## src/rtl/txf_pkg.sv

```systemverilog
package txf_pkg;

  // Strobes from the control side to the storage side, one cycle each.
  typedef struct packed {
    logic wr;      // store the byte on the write side
    logic rd;      // advance the read position by one
    logic rewind;  // read position back to head frame start
    logic free;    // return relLen bytes at the head to free space
  } txfStrobeT;

endpackage

```

## src/rtl/txf_store.sv

```systemverilog
module txf_store
  import txf_pkg::*;
#(
  parameter int unsigned DEPTH = 272,
  localparam int unsigned AW = $clog2(DEPTH),
  localparam int unsigned CW = $clog2(DEPTH + 1)
) (
  input  logic          clk,
  input  logic          rstN,
  input  txfStrobeT     stb,
  input  logic [7:0]    wrData,
  input  logic          wrLast,
  input  logic [CW-1:0] relLen,
  output logic [CW-1:0] occ,
  output logic [CW-1:0] readable,
  output logic [7:0]    rdData,
  output logic          rdLast
);

  localparam int unsigned SW = CW + 1;
  localparam logic [SW-1:0] DEPTH_S = SW'(DEPTH);
  localparam logic [AW-1:0] LAST_P  = AW'(DEPTH - 1);

  logic [8:0]    mem [DEPTH];
  logic [AW-1:0] wrPtr, rdPtr, basePtr;
  logic [CW-1:0] occNext;
  logic [AW-1:0] baseNext;

  function automatic logic [AW-1:0] stepPtr(input logic [AW-1:0] p);
    return (p == LAST_P) ? '0 : p + 1'b1;
  endfunction

  function automatic logic [AW-1:0] skipPtr(input logic [AW-1:0] p,
                                            input logic [CW-1:0] n);
    logic [SW-1:0] s;
    s = SW'(p) + SW'(n);
    if (s >= DEPTH_S) s = s - DEPTH_S;
    return s[AW-1:0];
  endfunction

  always_comb begin
    occNext  = occ + CW'(stb.wr) - (stb.free ? relLen : '0);
    baseNext = stb.free ? skipPtr(basePtr, relLen) : basePtr;
  end

  always_ff @(posedge clk) begin
    if (stb.wr) mem[wrPtr] <= {wrLast, wrData};
  end

  always_ff @(posedge clk) begin
    if (!rstN) begin
      wrPtr    <= '0;
      rdPtr    <= '0;
      basePtr  <= '0;
      occ      <= '0;
      readable <= '0;
    end else begin
      if (stb.wr) wrPtr <= stepPtr(wrPtr);
      basePtr <= baseNext;
      occ     <= occNext;
      if (stb.free || stb.rewind) begin
        rdPtr    <= baseNext;
        readable <= occNext;
      end else begin
        if (stb.rd) rdPtr <= stepPtr(rdPtr);
        readable <= readable + CW'(stb.wr) - CW'(stb.rd);
      end
    end
  end

  assign {rdLast, rdData} = mem[rdPtr];


  no_overflow_chk: assert property (@(posedge clk) disable iff (!rstN)
    stb.wr |-> occ < CW'(DEPTH));


  rewind_restore_chk: assert property (@(posedge clk) disable iff (!rstN)
    stb.rewind |=> readable == occ);


  read_keeps_space_chk: assert property (@(posedge clk) disable iff (!rstN)
    (stb.rd && !stb.wr && !stb.free) |=> occ == $past(occ));


  read_in_range_chk: assert property (@(posedge clk) disable iff (!rstN)
    readable <= occ);

endmodule

```

## src/rtl/txf_ctrl.sv

```systemverilog
module txf_ctrl
  import txf_pkg::*;
#(
  parameter int unsigned DEPTH  = 272,
  parameter int unsigned QD     = 4,
  parameter int unsigned START0 = 16,
  parameter int unsigned START1 = 64,
  parameter int unsigned START2 = 128,
  parameter int unsigned MARK0  = 16,
  parameter int unsigned MARK1  = 32,
  parameter int unsigned MARK2  = 64,
  parameter int unsigned MARK3  = 128,
  localparam int unsigned CW = $clog2(DEPTH + 1)
) (
  input  logic          clk,
  input  logic          rstN,
  input  logic [1:0]    cfgStart,
  input  logic [1:0]    cfgMark,
  input  logic          wrValid,
  input  logic          wrLast,
  input  logic          rdEn,
  input  logic          frameDone,
  input  logic          rewind,
  input  logic          flush,
  input  logic [CW-1:0] occ,
  input  logic [CW-1:0] readable,
  output txfStrobeT     stb,
  output logic [CW-1:0] relLen,
  output logic          wrReady,
  output logic          dmaReq,
  output logic          txGo,
  output logic          rdValid
);

  localparam int unsigned QW = (QD > 1) ? $clog2(QD) : 1;
  localparam logic [CW-1:0] DEPTH_C = CW'(DEPTH);
  localparam logic [QW:0]   QD_C    = (QW + 1)'(QD);

  logic [CW-1:0] lenQ [QD];
  logic [QW-1:0] qHead, qTail;
  logic [QW:0]   qCnt;
  logic [CW-1:0] curLen;
  logic          dropping;

  logic          wrAcc, headFlush, partFlush, doneOk, qPush, qPop;
  logic [CW-1:0] startThr, markThr, freeCnt;

  always_comb begin
    case (cfgStart)
      2'b00:   startThr = CW'(START0);
      2'b01:   startThr = CW'(START1);
      default: startThr = CW'(START2);
    endcase
    case (cfgMark)
      2'b00:   markThr = CW'(MARK0);
      2'b01:   markThr = CW'(MARK1);
      2'b10:   markThr = CW'(MARK2);
      default: markThr = CW'(MARK3);
    endcase
  end

  always_comb begin
    wrReady   = dropping || (occ < DEPTH_C && qCnt < QD_C);
    wrAcc     = wrValid && wrReady;
    headFlush = flush && (qCnt != '0);
    partFlush = flush && (qCnt == '0) && (curLen != '0);
    doneOk    = frameDone && !flush && (qCnt != '0);
    rdValid   = readable != '0;

    stb.free   = headFlush || partFlush || doneOk;
    stb.wr     = wrAcc && !dropping && !partFlush;
    stb.rewind = rewind && !stb.free;
    stb.rd     = rdEn && rdValid && !stb.free && !rewind;
    relLen     = partFlush ? curLen : lenQ[qHead];

    qPush = stb.wr && wrLast;
    qPop  = headFlush || doneOk;

    freeCnt = DEPTH_C - occ;
    dmaReq  = freeCnt >= markThr;
    txGo    = (qCnt != '0) || ((cfgStart != 2'b11) && (curLen >= startThr));
  end

  always_ff @(posedge clk) begin
    if (qPush) lenQ[qTail] <= curLen + 1'b1;
  end

  always_ff @(posedge clk) begin
    if (!rstN) begin
      qHead    <= '0;
      qTail    <= '0;
      qCnt     <= '0;
      curLen   <= '0;
      dropping <= 1'b0;
    end else begin
      if (qPush) qTail <= qTail + 1'b1;
      if (qPop)  qHead <= qHead + 1'b1;
      qCnt <= qCnt + (QW + 1)'(qPush) - (QW + 1)'(qPop);

      if (partFlush)   curLen <= '0;
      else if (stb.wr) curLen <= wrLast ? '0 : curLen + 1'b1;

      if (partFlush)                       dropping <= !(wrAcc && wrLast);
      else if (dropping && wrAcc && wrLast) dropping <= 1'b0;
    end
  end


  mark_gate_chk: assert property (@(posedge clk) disable iff (!rstN)
    (DEPTH_C - occ) < CW'(MARK0) |-> !dmaReq);


  frame_ready_chk: assert property (@(posedge clk) disable iff (!rstN)
    (stb.wr && wrLast) |=> txGo);


  start_count_chk: assert property (@(posedge clk) disable iff (!rstN)
    (txGo && qCnt == '0) |-> curLen >= CW'(START0));


  free_bound_chk: assert property (@(posedge clk) disable iff (!rstN)
    stb.free |-> (relLen != '0 && relLen <= occ));


  drop_store_chk: assert property (@(posedge clk) disable iff (!rstN)
    dropping |-> (!stb.wr && occ == '0));


  queue_bound_chk: assert property (@(posedge clk) disable iff (!rstN)
    qCnt <= QD_C);

endmodule

```

## src/rtl/txf_thresh_ctrl.sv

```systemverilog
module txf_thresh_ctrl
  import txf_pkg::*;
#(
  parameter int unsigned DEPTH  = 272,
  parameter int unsigned QD     = 4,
  parameter int unsigned START0 = 16,
  parameter int unsigned START1 = 64,
  parameter int unsigned START2 = 128,
  parameter int unsigned MARK0  = 16,
  parameter int unsigned MARK1  = 32,
  parameter int unsigned MARK2  = 64,
  parameter int unsigned MARK3  = 128,
  localparam int unsigned CW = $clog2(DEPTH + 1)
) (
  input  logic          clk,
  input  logic          rstN,
  input  logic [1:0]    cfgStart,
  input  logic [1:0]    cfgMark,
  input  logic          wrValid,
  input  logic [7:0]    wrData,
  input  logic          wrLast,
  output logic          wrReady,
  output logic          dmaReq,
  output logic          txGo,
  input  logic          rdEn,
  output logic [7:0]    rdData,
  output logic          rdLast,
  output logic          rdValid,
  input  logic          frameDone,
  input  logic          rewind,
  input  logic          flush,
  output logic [CW-1:0] fillCount
);

  txfStrobeT     stb;
  logic [CW-1:0] relLen, occ, readable;

  txf_ctrl #(
    .DEPTH(DEPTH), .QD(QD),
    .START0(START0), .START1(START1), .START2(START2),
    .MARK0(MARK0), .MARK1(MARK1), .MARK2(MARK2), .MARK3(MARK3)
  ) u_ctrl (
    .clk(clk), .rstN(rstN), .cfgStart(cfgStart), .cfgMark(cfgMark),
    .wrValid(wrValid), .wrLast(wrLast), .rdEn(rdEn),
    .frameDone(frameDone), .rewind(rewind), .flush(flush),
    .occ(occ), .readable(readable), .stb(stb), .relLen(relLen),
    .wrReady(wrReady), .dmaReq(dmaReq), .txGo(txGo), .rdValid(rdValid)
  );

  txf_store #(.DEPTH(DEPTH)) u_store (
    .clk(clk), .rstN(rstN), .stb(stb), .wrData(wrData), .wrLast(wrLast),
    .relLen(relLen), .occ(occ), .readable(readable),
    .rdData(rdData), .rdLast(rdLast)
  );

  assign fillCount = occ;

endmodule

```

## config.mk

```make
export PLATFORM = sky130hd
export DESIGN_NAME = txf_thresh_ctrl
export DESIGN_NICKNAME = d
export VERILOG_FILES = /design/src/rtl/txf_pkg.sv /design/src/rtl/txf_store.sv /design/src/rtl/txf_ctrl.sv /design/src/rtl/txf_thresh_ctrl.sv
export SDC_FILE = /design/constraint.sdc
export NUM_CORES = 2
export LEC_CHECK = 0
export BUFFER_PORTS_ARGS = -buffer_cell sky130_fd_sc_hd__buf_4
export CAP_MARGIN = 20
export CORE_UTILIZATION = 40
export DETAILED_ROUTE_END_ITERATION = 8
export PLACE_DENSITY_LB_ADDON = 0.1
export SYNTH_ARGS = -nofsm -noshare
export SYNTH_HDL_FRONTEND = slang
export SYNTH_HIERARCHICAL = 1
export SYNTH_SLANG_ARGS = --single-unit
```

## constraint.sdc

```tcl
create_clock -name clk -period 5.6 [get_ports clk]
set_input_delay 1.12 -clock clk [delete_from_list [all_inputs] [get_ports clk]]
set_output_delay 1.12 -clock clk [all_outputs]
set_load 0.02 [all_outputs]
```

== Yosys cells after proc, flatten, opt, wreduce, memory -nomap -nowiden ==
Memories as Yosys holds them, arrays and structs flattened. A register that Yosys moved wholly into a read port is not among the register bits.
Index checks and enable logic that the tools add are counted.

* Add/sub/neg operators: 14
* $lt $le $gt $ge: 5
* Eq/ne operators: 6
* Muxes and demuxes: 22
* Bitwise logic cells: 1
* Reduce and logical (&&, ||, !) cells: 39

{| class="wikitable"
|+ Operators with widths
! operator !! number
|-
| $mux 9 || 12
|-
| $add 9x1->9 const B || 3
|-
| $pmux 8 s3 || 1
|-
| $add 9x1->9 || 2
|-
| $eq 9x9->1 const B || 2
|-
| $ge 9x8->1 || 2
|-
| $logic_and 1x1->1 || 18
|-
| $reduce_bool 9->1 || 2
|-
| $pmux 8 s2 || 1
|-
| $add 9x9->10 || 1
|-
| $ge 10x9->1 const B || 1
|-
| $lt 9x9->1 const B || 1
|-
| $sub 9x1->9 || 1
|-
| $sub 9x9->9 || 1
|-
| $sub 9x9->9 const A || 1
|-
| $sub 9x9->9 const B || 1
|-
| $logic_not 1->1 || 6
|-
| $logic_or 1x1->1 || 6
|-
| $mux 1 || 6
|-
| $add 2x1->2 const B || 2
|-
| $eq 2x1->1 const B || 2
|-
| $logic_not 2->1 || 2
|-
| $mux 2 || 2
|-
| $reduce_bool 2->1 || 2
|-
| 9 further kinds || 9
|}

* Flip-flop bits (word level): 62
* Memory bits (writable): 2484
* Input port bits: 20
* Output and inout port bits: 22
* Word-level logic and storage cells: 99
* Memories kept: 2

{| class="wikitable"
|+ Memories
! name !! words !! bits a word !! rd ports !! clocked after memory_dff !! write ports !! RTL line !! RTL
|-
| u_store.mem || 272 || 9 || 1 || 1 || 1 || txf_store.sv:24 || <nowiki>logic [8:0] mem [DEPTH];</nowiki>
|-
| u_ctrl.lenQ || 4 || 9 || 1 || 1 || 1 || txf_ctrl.sv:39 || <nowiki>logic [CW-1:0] lenQ [QD];</nowiki>
|}

== Longest topological paths before layout ==
* Depth in word-level cells: 12
* Mapped depth: 22
* Gate-level depth less buffers: 19

== Cells and area by module ==
Netlist, hierarchy kept.

{| class="wikitable"
|+ By module, submodules not included
! module !! instances !! cells an instance !! area each (sq um)
|-
| txf_store || 1 || 4524 || 97855.1
|-
| txf_ctrl || 1 || 247 || 2859.0
|}

== Least setup slack after synthesis ==
No wires, ideal clock.

* Path type: input to register
* Start: input port flush
* End: register u_store.readable[7]
* Setup time: 0.074 ns
* Arrival time: 4.556 ns
* Required time: 5.526 ns
* Setup slack: 0.970 ns
* Stages on the path: 17
* Cells stage by stage: o211a_1 -> buf_6 -> nor2_1 -> inv_1 -> clkbuf_1 -> clkbuf_1 -> clkbuf_1 -> nand2_1 -> ha_1 -> ha_1 -> a21o_1 -> a21oi_1 -> o21ai_0 -> a2111oi_0 -> nor3b_1 -> or3b_2 -> a31oi_1

{| class="wikitable"
|+ RTL lines
! element !! RTL line !! RTL
|-
| from (decl) || txf_thresh_ctrl.sv:31 || <nowiki>input logic flush,</nowiki>
|-
| to (signal assigned) || txf_store.sv:63 || <nowiki>readable <= occNext;</nowiki>
|-
| to (signal assigned) || txf_store.sv:66 || <nowiki>readable <= readable + CW'(stb.wr) - CW'(stb.rd);</nowiki>
|-
| to (decl) || txf_store.sv:15 || <nowiki>output logic [CW-1:0] readable,</nowiki>
|}

==> metrics.md <==
| Metric | Value |
|---|---|
| Sink Count | around 2600 |
| Nets | ~5500 |
| Gpl congestion | between 0.7 and 0.8 |
| MaxCap Viol Count | 0 |
| Synthesized flop and latch total | roughly 2600 |
| Hold WS | between 0.4 and 0.5 ns |
| Die Ht | about 500 µm |
| CP max stage cell | mux4_2 |
| Clock root cell | clkbuf_16 |
| CP most frequent cell | buf_4 |
| Multi-input gate area | approximately 23000 µm² |
| Async set or reset register ratio after synthesis | 0% |
| Core Box Area | 250000 µm² |
| Residual DRC | 0 |
| Critical path cell sequence | buf_12 -> bufbuf_16 -> buf_16 -> mux4_2 -> mux2_2 -> o221ai_1 -> a21oi_1 -> a221o_2 -> a211oi_4 -> a211oi_2 -> buf_4 -> buf_4 -> buf_4 |
| Vias after detailed routing | between 50000 and 60000 |
| Post-Synthesis Cells | 4771 |
| Max clock buf depth | 4 |
| Initial antenna violation count | 10 |
| Vias in the first global route | around 51000 |
| DP Wirelength | 172000 µm |
| Setup Skew | 0.0477 ns |
| Setup crit start kind | flop |
| Crit path kind | reg -> out |
| Post-synth EDFFs | between 2000 and 2500 |
| Placement Cell Area | ~110000 µm² |
| Final ANT Viol Nets | 0 |
| Hold Fails Final Rpt | 0 |
| Pins over their slew limit | 0 |
| Placement row count | about 180 |
| Syn Area/Cell | 21.1 µm² |
| Relative slew margins | approximately 18% |
| Total power | slightly above 50 mW |
| Gr ovfl total | 0 |
| Hold_buf cts | 0 |
| Worst-Skew Late Latency | about 0.94 ns |
| Via-to-Cell Ratio | 5.67 |
| Crit-path max cell delay | between 0.5 and 0.6 ns |
| Worst Max-Slew Pin Slew | ~1.2 ns |
| VDD IR max | 0.000296 V |
| Reg area | roughly 76000 µm² |
| Iteration count of the initial detailed-routing pass | 5 |
| Routed WL | around 280000 µm |
| Worst path required time | 4.48 ns |
| Layout cells sized above 1 | about a third |
| Die area | between 200000 and 300000 µm² |
| Final setup viols | 0 |
| Worst-path clk slew | ~0.06 ns |
| Period utilization | 98.5% |
| First-pass GRT wire length | between 300000 and 400000 µm |
| Most used DFF post-synth | edfxtp_1 |
| Status | complete, no violations |
| Count of cell types in the netlist | 73 |
| Final core occ | between 40 and 50% |
| Worst Setup End Kind | output pin |
| HP Class | in -> reg |
| Initial Utilization | between 40% and 50% |
| Fill cells | about 21000 |
| CTS buffer count | between 200 and 300 |
| Crit path arrival time | approximately 4.4 ns |
| Leak Pwr | around 37 nW |
| Final Cell Area | approximately 120000 µm² |
| PortBufs | a little over 40 |
| Post-Syn Nets | about 4900 |
| Min Tclk post-route | around 5.5 ns |
| DP Cell Count | roughly 8400 |
| Die W | slightly above 500 µm |
| Htree depth | 5 |
| RSZ-0062 raised after global routing | yes |
| Pin count of the biggest net entering global routing | between 150 and 200 |
| Max Fclk | roughly 180 MHz |
| GRT Overall Usage | between 20% and 30% |
| Cell Area, Synth | 101000 µm² |
| Detailed router's first-iteration violation count | about 5000 |
| YS warnings | 6 |
| Synth-to-layout area growth | 17.4% |
| Cell Count, Final, Fillers Out | 8926 |
| Power Density | ~430 nW/µm² |
| WL per Instance | 31.3 µm |
| IO Count | 42 |
| TritonCTS clock tree | built |
| Max FO, Critical Path | 14 |
| Seq/Total Area, Yosys | about three quarters |
worst paths after layout:
| kind | from | endpoint | slack (ns) | depth (start not counted) |
|---|---|---|---|---|
| setup reg to reg | u_ctrl/curLen[0]$_SDFFE_PP0N_ | u_store/mem[14][1]$_DFFE_PP_ | 0.64 | 13 |
| hold reg to reg | u_ctrl/qTail[1]$_SDFFE_PN0P_ | u_ctrl/qTail[1]$_SDFFE_PN0P_ | 0.50 | 2 |
| hold / removal | wrValid | u_ctrl/dropping$_SDFFE_PN0P_ | 0.41 | 2 |
| setup / recovery | flop | rdData[6] | 0.08 | 13 |
through the flow:
stage               worst slack, ns  TNS, ns
global route                -0.0215  -0.0265
detailed placement            0.356        0
CTS                         -0.0253  -0.0646
finish                       0.0836        0
global placement             0.0901        0
floorplan                     0.970        0
registers in the layout, summed over array words and instances, names as in the netlist, named ones only:
name	flops
u_ctrl/curLen	9
u_store/basePtr	9
u_store/rdPtr	9
u_ctrl/qHead	2
u_store/readable	9
u_ctrl/qTail	2
u_store/mem	2448
u_store/occ	9
u_store/wrPtr	9
u_ctrl/lenQ	36
u_ctrl/qCnt	3
u_ctrl/dropping	1
report_power, final:
group / total [mW] / internal, mW / switching (mW) / leakage, nW
clock: 17.8 / 10.4 / 7.40 / 4.27
combinational: 11.6 / 4.98 / 6.67 / 9.93
sequential: 21.4 / 21.2 / 0.252 / 23.0
timing repair:
item | in CTS | in global routing
setup endpoints to repair | 9 | 6
setup buffers | 18 | 30
gates resized for setup | 100 | 36
pin swaps | 10 | 8
cloned | 11 | 2
area by class of cell:
class / instances / share of cell area [%]
clock buffers: 364 / 6.48
inverters: 52 / 0.166
multi-input cells: 1904 / 19.9
clock inverters: 131 / 0.917
diodes: 7 / 0.0148
well taps: 3330 / 3.52
repair buffers: 581 / 4.73
flip-flops and latches: 2557 / 64.3
synth_stat cells, types with 14 or more instances:
master	n	area, µm²
xor2_1	14	123
o221ai_1	23	201
o21ai_0	85	425
buf_6	26	293
inv_1	52	195
xnor2_1	27	236
buf_2	36	180
nor2b_1	22	138
buf_1	19	71.3
nand2_1	163	612
a21oi_1	52	260
nor2_1	324	1220
mux2_2	35	394
mux4_2	688	15500
edfxtp_1	2484	74600
and3_1	16	100
clkbuf_1	124	465
nand3_1	37	185
nor3_1	23	115
a221oi_1	22	193
buf_4	53	398
a22oi_1	14	105
dfxtp_1	73	1460
and2_1	17	106
mux2i_1	81	811
ha_1	56	701
cell families (layout without fill, tap and decap cells):
group                    count (synthesis)  in the layout  synth area share, %
flip-flops                            2557           2557                 75.5
multiplexers                           806            806                 16.6
AND/OR/NAND/NOR                        661            661                 2.88
AO/OA/AOI/OAI                          336            336                 2.28
buffers and inverters                  310           1128                 1.59
adder cells (fa/ha/maj)                 60             60                0.775
XOR/XNOR                                41             41                0.357
other                                    0              7                    0
placed cells by master (no fill, tap or decap), drive strengths merged, types with 73 or more instances in the layout:
master	n
edfxtp	2484
mux4	688
clkbuf	366
buf	571
clkinv	103
dfxtp	73
nor2	324
o21ai	95
mux2i	81
nand2	163
routing by layer:
| layer | GRT usage, % | up-vias | routed length, µm |
|---|---|---|---|
| li1 | - | 21100 | - |
| met1 | 31.2 | 27600 | 123000 |
| met2 | 35.4 | 1545 | 135000 |
| met3 | 3.07 | 395 | 14500 |
| met4 | 5.96 | 0 | 7210 |
| met5 | 0 | - | 0 |
worst max-delay path, delay by kind of cell, from the launching register on:
family	cells	cell delay, ns
AO/OA/AOI/OAI	5	1.17
buffers and inverters	6	1.02
flip-flops	1	0.41
multiplexers	2	0.85
(Power assumes the default switching activity.)
